===== src/rtl/xchg_pkg.sv =====
package xchg_pkg;

    typedef enum logic [2:0] {
        ST_IDLE    = 3'd0,
        ST_COLLECT = 3'd1,
        ST_READ    = 3'd2,
        ST_WRITE   = 3'd3,
        ST_EMIT    = 3'd4
    } xchg_state_e;

endpackage


===== src/rtl/xchg_ctrl.sv =====
module xchg_ctrl
    import xchg_pkg::*;
#(
    parameter int NLANES = 4
) (
    input  logic                        clk,
    input  logic                        rst_n,
    input  logic                        in_vld,
    output logic                        cap_en,
    output logic                        cap_first,
    output logic [$clog2(NLANES)-1:0]   cap_lane,
    output logic                        rd_en,
    output logic                        wr_en,
    output logic                        emit_en,
    output logic [$clog2(NLANES)-1:0]   emit_lane,
    output logic                        busy
);
    localparam int LANE_W = $clog2(NLANES);
    localparam logic [LANE_W-1:0] LAST_LANE = LANE_W'(NLANES - 1);
    localparam logic [LANE_W-1:0] ONE_LANE  = LANE_W'(1);

    xchg_state_e       state_q, state_d;
    logic [LANE_W-1:0] cnt_q, cnt_d;

    // state register
    always_ff @(posedge clk or negedge rst_n) begin
        if (!rst_n) begin
            state_q <= ST_IDLE;
            cnt_q   <= '0;
        end else begin
            state_q <= state_d;
            cnt_q   <= cnt_d;
        end
    end

    // transitions
    always_comb begin
        state_d = state_q;
        cnt_d   = cnt_q;
        unique case (state_q)
            ST_IDLE: begin
                if (in_vld) begin              // T_START
                    state_d = ST_COLLECT;
                    cnt_d   = ONE_LANE;
                end
            end
            ST_COLLECT: begin
                if (cnt_q == LAST_LANE) begin  // T_FULL
                    state_d = ST_READ;
                    cnt_d   = '0;
                end else begin
                    cnt_d = cnt_q + ONE_LANE;
                end
            end
            ST_READ: begin                     // T_COPY
                state_d = ST_WRITE;
            end
            ST_WRITE: begin                    // T_COMMIT
                state_d = ST_EMIT;
                cnt_d   = '0;
            end
            ST_EMIT: begin
                if (cnt_q == LAST_LANE) begin  // T_DONE
                    state_d = ST_IDLE;
                    cnt_d   = '0;
                end else begin
                    cnt_d = cnt_q + ONE_LANE;
                end
            end
            default: begin
                state_d = ST_IDLE;
                cnt_d   = '0;
            end
        endcase
    end

    // outputs
    always_comb begin
        cap_en    = 1'b0;
        cap_first = 1'b0;
        cap_lane  = '0;
        rd_en     = 1'b0;
        wr_en     = 1'b0;
        emit_en   = 1'b0;
        emit_lane = cnt_q;
        busy      = 1'b1;
        unique case (state_q)
            ST_IDLE: begin
                cap_en    = in_vld;
                cap_first = 1'b1;
                busy      = 1'b0;
            end
            ST_COLLECT: begin
                cap_en   = 1'b1;
                cap_lane = cnt_q;
            end
            ST_READ:  rd_en   = 1'b1;
            ST_WRITE: wr_en   = 1'b1;
            ST_EMIT:  emit_en = 1'b1;
            default:  busy    = 1'b0;
        endcase
    end

    // a transaction only begins from a sampled inbound strobe
    p_start_r2: assert property (@(posedge clk) disable iff (!rst_n)
        $rose(busy) |-> $past(in_vld));

    // the write is always followed by the emit phase
    p_commit_r3: assert property (@(posedge clk) disable iff (!rst_n)
        wr_en |=> emit_en);

    // the collect phase lasts the full lane count before the read
    p_read_after_r8: assert property (@(posedge clk) disable iff (!rst_n)
        rd_en |-> $past(cap_en) && $past(cap_en, 2) && $past(cap_en, 3));

endmodule


===== src/rtl/xchg_collect.sv =====
module xchg_collect #(
    parameter int DATA_W = 32,
    parameter int BYTE_W = 8
) (
    input  logic                                 clk,
    input  logic                                 rst_n,
    input  logic                                 cap_en,
    input  logic                                 cap_first,
    input  logic [$clog2(DATA_W/BYTE_W)-1:0]     cap_lane,
    input  logic [BYTE_W-1:0]                    in_byte,
    output logic [DATA_W-1:0]                    word_o
);
    localparam int NLANES = DATA_W / BYTE_W;

    for (genvar g = 0; g < NLANES; g++) begin : g_lane
        logic [BYTE_W-1:0] lane_q;
        always_ff @(posedge clk or negedge rst_n) begin
            if (!rst_n) begin
                lane_q <= '0;
            end else if (cap_en) begin
                if (cap_first) begin
                    // a fresh transaction clears the whole word; lane 0 takes the byte
                    lane_q <= (g == 0) ? in_byte : '0;
                end else if (cap_lane == g) begin
                    lane_q <= in_byte;
                end
            end
        end
        assign word_o[g*BYTE_W +: BYTE_W] = lane_q;
    end

endmodule


===== src/rtl/xchg_store.sv =====
module xchg_store #(
    parameter int DATA_W = 32
) (
    input  logic              clk,
    input  logic              rst_n,
    input  logic              clr_tmp,
    input  logic              rd_en,
    input  logic              wr_en,
    input  logic [DATA_W-1:0] new_word,
    output logic [DATA_W-1:0] old_word
);
    logic [DATA_W-1:0] store_q;
    logic [DATA_W-1:0] tmp_q;

    always_ff @(posedge clk or negedge rst_n) begin
        if (!rst_n)     store_q <= '0;
        else if (wr_en) store_q <= new_word;
    end

    always_ff @(posedge clk or negedge rst_n) begin
        if (!rst_n)       tmp_q <= '0;
        else if (clr_tmp) tmp_q <= '0;
        else if (rd_en)   tmp_q <= store_q;
    end

    assign old_word = tmp_q;

    // storage changes only in the write cycle
    p_hold_r7: assert property (@(posedge clk) disable iff (!rst_n)
        !wr_en |=> $stable(store_q));

    // the read and the write never share a cycle
    p_split_r3: assert property (@(posedge clk) disable iff (!rst_n)
        !(rd_en && wr_en));

endmodule


===== src/rtl/xchg_emit.sv =====
module xchg_emit #(
    parameter int DATA_W = 32,
    parameter int BYTE_W = 8
) (
    input  logic                              emit_en,
    input  logic [$clog2(DATA_W/BYTE_W)-1:0]  emit_lane,
    input  logic [DATA_W-1:0]                 old_word,
    output logic [BYTE_W-1:0]                 out_byte
);
    localparam int NLANES = DATA_W / BYTE_W;

    logic [BYTE_W-1:0] lanes [NLANES];

    for (genvar g = 0; g < NLANES; g++) begin : g_split
        assign lanes[g] = old_word[g*BYTE_W +: BYTE_W];
    end

    assign out_byte = emit_en ? lanes[emit_lane] : '0;

endmodule


===== src/rtl/serial_xchg_reg.sv =====
module serial_xchg_reg #(
    parameter int DATA_W = 32,
    parameter int BYTE_W = 8
) (
    input  logic              clk,
    input  logic              rst_n,
    input  logic              in_vld,
    input  logic [BYTE_W-1:0] in_byte,
    output logic              out_vld,
    output logic [BYTE_W-1:0] out_byte,
    output logic              busy
);
    localparam int NLANES = DATA_W / BYTE_W;
    localparam int LANE_W = $clog2(NLANES);

    logic              cap_en, cap_first, rd_en, wr_en, emit_en;
    logic [LANE_W-1:0] cap_lane, emit_lane;
    logic [DATA_W-1:0] new_word, old_word;

    xchg_ctrl #(.NLANES(NLANES)) u_ctrl (
        .clk       (clk),
        .rst_n     (rst_n),
        .in_vld    (in_vld),
        .cap_en    (cap_en),
        .cap_first (cap_first),
        .cap_lane  (cap_lane),
        .rd_en     (rd_en),
        .wr_en     (wr_en),
        .emit_en   (emit_en),
        .emit_lane (emit_lane),
        .busy      (busy)
    );

    xchg_collect #(.DATA_W(DATA_W), .BYTE_W(BYTE_W)) u_collect (
        .clk       (clk),
        .rst_n     (rst_n),
        .cap_en    (cap_en),
        .cap_first (cap_first),
        .cap_lane  (cap_lane),
        .in_byte   (in_byte),
        .word_o    (new_word)
    );

    xchg_store #(.DATA_W(DATA_W)) u_store (
        .clk       (clk),
        .rst_n     (rst_n),
        .clr_tmp   (cap_en && cap_first),
        .rd_en     (rd_en),
        .wr_en     (wr_en),
        .new_word  (new_word),
        .old_word  (old_word)
    );

    xchg_emit #(.DATA_W(DATA_W), .BYTE_W(BYTE_W)) u_emit (
        .emit_en   (emit_en),
        .emit_lane (emit_lane),
        .old_word  (old_word),
        .out_byte  (out_byte)
    );

    assign out_vld = emit_en;

    // a quiet output byte outside the valid window
    p_quiet_r5: assert property (@(posedge clk) disable iff (!rst_n)
        !out_vld |-> (out_byte == '0));

    // a valid burst is never shorter than four cycles
    p_burst_r4: assert property (@(posedge clk) disable iff (!rst_n)
        $fell(out_vld) |-> $past(out_vld, 2) && $past(out_vld, 3) && $past(out_vld, 4));

    // fixed distance from the start of a transaction to the first output byte
    p_latency_r3: assert property (@(posedge clk) disable iff (!rst_n)
        $rose(out_vld) |-> $past(busy, 5) && !$past(busy, 6));

    // output only during a busy transaction
    p_busy_r8: assert property (@(posedge clk) disable iff (!rst_n)
        out_vld |-> busy);

endmodule


===== config.mk =====
export PLATFORM = sky130hd
export DESIGN_NAME = serial_xchg_reg
export DESIGN_NICKNAME = d
export VERILOG_FILES = /design/src/rtl/xchg_pkg.sv /design/src/rtl/xchg_ctrl.sv /design/src/rtl/xchg_collect.sv /design/src/rtl/xchg_store.sv /design/src/rtl/xchg_emit.sv /design/src/rtl/serial_xchg_reg.sv
export SDC_FILE = /design/constraint.sdc
export NUM_CORES = 1
export LEC_CHECK = 0
export BUFFER_PORTS_ARGS = -buffer_cell sky130_fd_sc_hd__buf_2
export CORE_MARGIN = 2
export CORE_UTILIZATION = 45
export CTS_BUF_LIST = sky130_fd_sc_hd__clkbuf_4 sky130_fd_sc_hd__clkbuf_8
export CTS_CLUSTER_DIAMETER = 30
export DETAILED_ROUTE_END_ITERATION = 10
export PLACE_DENSITY_LB_ADDON = 0.3
export SLEW_MARGIN = 20
export SYNTH_ARGS = -nofsm -noshare
export SYNTH_HDL_FRONTEND = slang
export SYNTH_SLANG_ARGS = --single-unit
export TNS_END_PERCENT = 50

===== constraint.sdc =====
create_clock -name clk -period 1.9 [get_ports clk]
set_input_delay 0.19 -clock clk [delete_from_list [all_inputs] [get_ports clk]]
set_output_delay 0.19 -clock clk [all_outputs]
set_load 0.05 [all_outputs]

==> flow_summary.json <==
{
  "rr_worst_depth": 4,
  "cts.clk_slew.worst_paths_ps": 100,
  "relSlewSlack_pct": 56.0,
  "syn_to_final_growth_pct": 14.7,
  "syn-num-nets": 386,
  "tightest_slew_ps": 660,
  "io_pins": 21,
  "cp_max_fo": 8,
  "drt_pass1_iterations": 4,
  "start_kind": "register",
  "power.leakage_nw": 2.29,
  "rsz0062_at_grt": "yes",
  "clock_sinks": 101,
  "num_antenna_cells": 0,
  "ctsHtreeMaxLevel": 3,
  "synth_edf_count": 0,
  "postRouteAntennaNets": 0,
  "status": "complete, but fails checks",
  "wirelength_mm": 9.45,
  "synth_cell_type_count": 35,
  "drtIter0Drc": 144,
  "drive_above_1_share_pct": 31.2,
  "start_util_pct": 46.2,
  "r2r_setup_slack_ps": 70,
  "timing.fmax_ghz": 0.506,
  "clk_latency_ps": 360,
  "drcViolationCount": 0,
  "syn_inst": 374,
  "crit_required_ps": 1710,
  "dieArea_sq_um": 10800,
  "holdCritPathClass": "primary input to register",
  "finalSetupViolations": 8,
  "cts-root-buf": "clkbuf_8",
  "globalRouteTotalUtil_pct": 18.3,
  "gp_congestion": 0.788,
  "via_per_inst": 5.46,
  "max-clock-path-buffers": 2,
  "final_util_pct": 53.0,
  "grt_pass1_wl_mm": 15.5,
  "fin_crit_sh_pct": 104,
  "violations": "setup timing",
  "synth_seq_cells": 101,
  "die_y_um": 104,
  "async_flop_share_pct": 100,
  "vias": 2964,
  "clkPwrFrac_pct": 14.7,
  "finClkSkew_ps": 12.9,
  "finalNonFillerCells": 543,
  "layout_setup_ws_ps": -78.2,
  "synth_flop_cell": "dfrtp_1",
  "p_seq_share_pct": 44.0,
  "combinationalPowerShare_pct": 41.3,
  "grt_pass1_vias": 2917,
  "irDropWorstVdd_uv": 580,
  "cp-end-kind": "primary output",
  "period_needed_ps": 1980,
  "synthDominantCellAreaShare_pct": 56.0,
  "yosysTopAreaCell": "dfrtp_1",
  "rows": 36,
  "dp.cells": 525,
  "slew_viol_final": 0,
  "hold_depth": 2,
  "cp.arrival_ps": 1790,
  "antenna_found_initial": 0,
  "power_switching_w": 0.00310,
  "place_ws_ps": 132,
  "syn_area_sq_um": 4510,
  "nNetsFinal": 417,
  "intPower_w": 0.00557,
  "p_per_area_nw_per_um2": 1680,
  "yosys_warnings": 0,
  "synth-seq-area-share_pct": 56.0,
  "avgSynthCellArea_sq_um": 12.1,
  "ys_top_cells_by_area": "dfrtp_1 (56%), mux2_2 (10%), nand2_1 (5.6%), mux4_2 (4.0%), a21oi_1 (3.7%)",
  "cts_tree": "yes",
  "grt_overflow": 0,
  "switching_share_pct": 35.8,
  "port_buffers": 20,
  "detail_route.wl_per_cell_um": 17.4,
  "numCtsBuffers": 9,
  "hold_viol_final": 0,
  "grt_max_degree": 102,
  "core_sq_um": 9770,
  "die_x_um": 104,
  "critical_path_class": "register to primary output",
  "max-cap-violations": 0,
  "hpwlAfterDp_mm": 6.64
}
[Yosys cell counts (2+ instances only)]
master,n
and3_1,17
o2bb2ai_1,8
nand2b_1,3
mux2_4,8
mux4_2,8
buf_2,13
nor2_1,4
mux2i_1,8
nand3b_1,3
inv_1,2
clkbuf_1,12
mux2_2,40
nor3b_1,9
a22o_1,8
a211o_1,2
o21ai_1,2
o21ai_0,2
nand2_1,67
dfrtp_1,101
a21oi_1,33
o31ai_1,2
a221o_1,9
[per-layer routing]
| metal | track usage (%) | part of all wire [%] | wire length [um] | up-vias |
|---|---|---|---|---|
| li1 | - | - | - | 1404 |
| met3 | 2.88 | 3.6 | 345 | 16 |
| met2 | 28.6 | 46 | 4380 | 59 |
| met1 | 26.1 | 48 | 4570 | 1485 |
| met4 | 6.66 | 1.7 | 159 | 0 |
| met5 | 0 | 0 | 0 | - |
[placed cells by master (no fill, tap or decap), types with 9 or more instances in the layout]
master	netlist	layout
dfrtp_1	101	101
mux2_2	40	40
buf_2	13	10
a21oi_1	33	33
clkbuf_8	0	9
and3_1	17	12
buf_4	0	23
nand2_1	67	67
a221o_1	9	9
[area by class of cell]
cell class,count,area (sq um)
Multi-Input combinational cell,244,1900
Tap cell,133,166
Timing Repair Buffer,46,394
Sequential cell,101,2530
Clock buffer,9,124
Inverter,3,11.3
Clock inverter,7,60.1
Fill cell,882,4590
[flip-flops by register name, indices dropped and copies added, names as in the netlist]
name / flops
u_collect.g_lane.lane_q: 32
u_store.old_word: 32
u_store.store_q: 32
u_ctrl.state_q: 3
u_ctrl.emit_lane: 2
[timing repair]
action / in CTS / in global routing
gates resized for setup: 19 / 6
pin swaps: 2 / 0
endpoints found under the setup margin: 8 / 25
hold buffers: 1 / 0
setup buffers: 1 / 0
hold endpoints to repair: 101 / 0
[cells by family after synthesis]
group	synth area share, %
xor+xnor	0.388
mux	18.4
compound gates	9.92
buf+inv	2.94
flops	56.0
fa+ha+maj	0.277
simple gates	12.1
[critical path, cell delays in order (launching register included)]
cell and delay, ps:
dfrtp_1 410, buf_12 160, mux4_2 540, and3_4 170, buf_6 140
[final timing paths]
check	startpoint	endpoint
hold reg to reg	u_store.store_q[24]$_DFFE_PN0P_	u_store.store_q[24]$_DFFE_PN0P_
hold / removal	in_byte[5]	u_collect.g_lane[2].lane_q[5]$_DFFE_PN0P_
max in group asynchronous	rst_n	u_ctrl.state_q[2]$_DFFE_PN0P_
setup reg to reg	u_ctrl.emit_lane[0]$_DFFE_PN0P_	u_collect.g_lane[0].lane_q[6]$_DFFE_PN0P_
min in group asynchronous	rst_n	u_store.store_q[25]$_DFFE_PN0P_
setup / recovery	u_ctrl.emit_lane[0]$_DFFE_PN0P_	out_byte[0]
[stage by stage]
stage | area, sq um | setup TNS [ps] | total power (W) | hold slack, ps
2_1_floorplan | 4510 | 0 | 0.00633 | -106
3_3_place_gp | 4890 | 0 | 0.00727 | 286
3_5_place_dp | 4890 | 0 | 0.00743 | 292
4_1_cts | 5150 | -720 | 0.00873 | 89.6
5_1_grt | 5180 | -1100 | 0.00924 | 97.6
6_report | 5180 | -468 | 0.00868 | 111
[power groups by stage]
stage / clock [W] / sequential (W) / combinational, W
finish: 0.00128 / 0.00382 / 0.00358
global route: 0.00138 / 0.00394 / 0.00392
CTS: 0.00131 / 0.00381 / 0.00361
detailed placement: 0 / 0.00386 / 0.00357
global placement: 0 / 0.00381 / 0.00346
floorplan: 0 / 0.00356 / 0.00277
No activity file was read; power rests on OpenSTA's default activity.
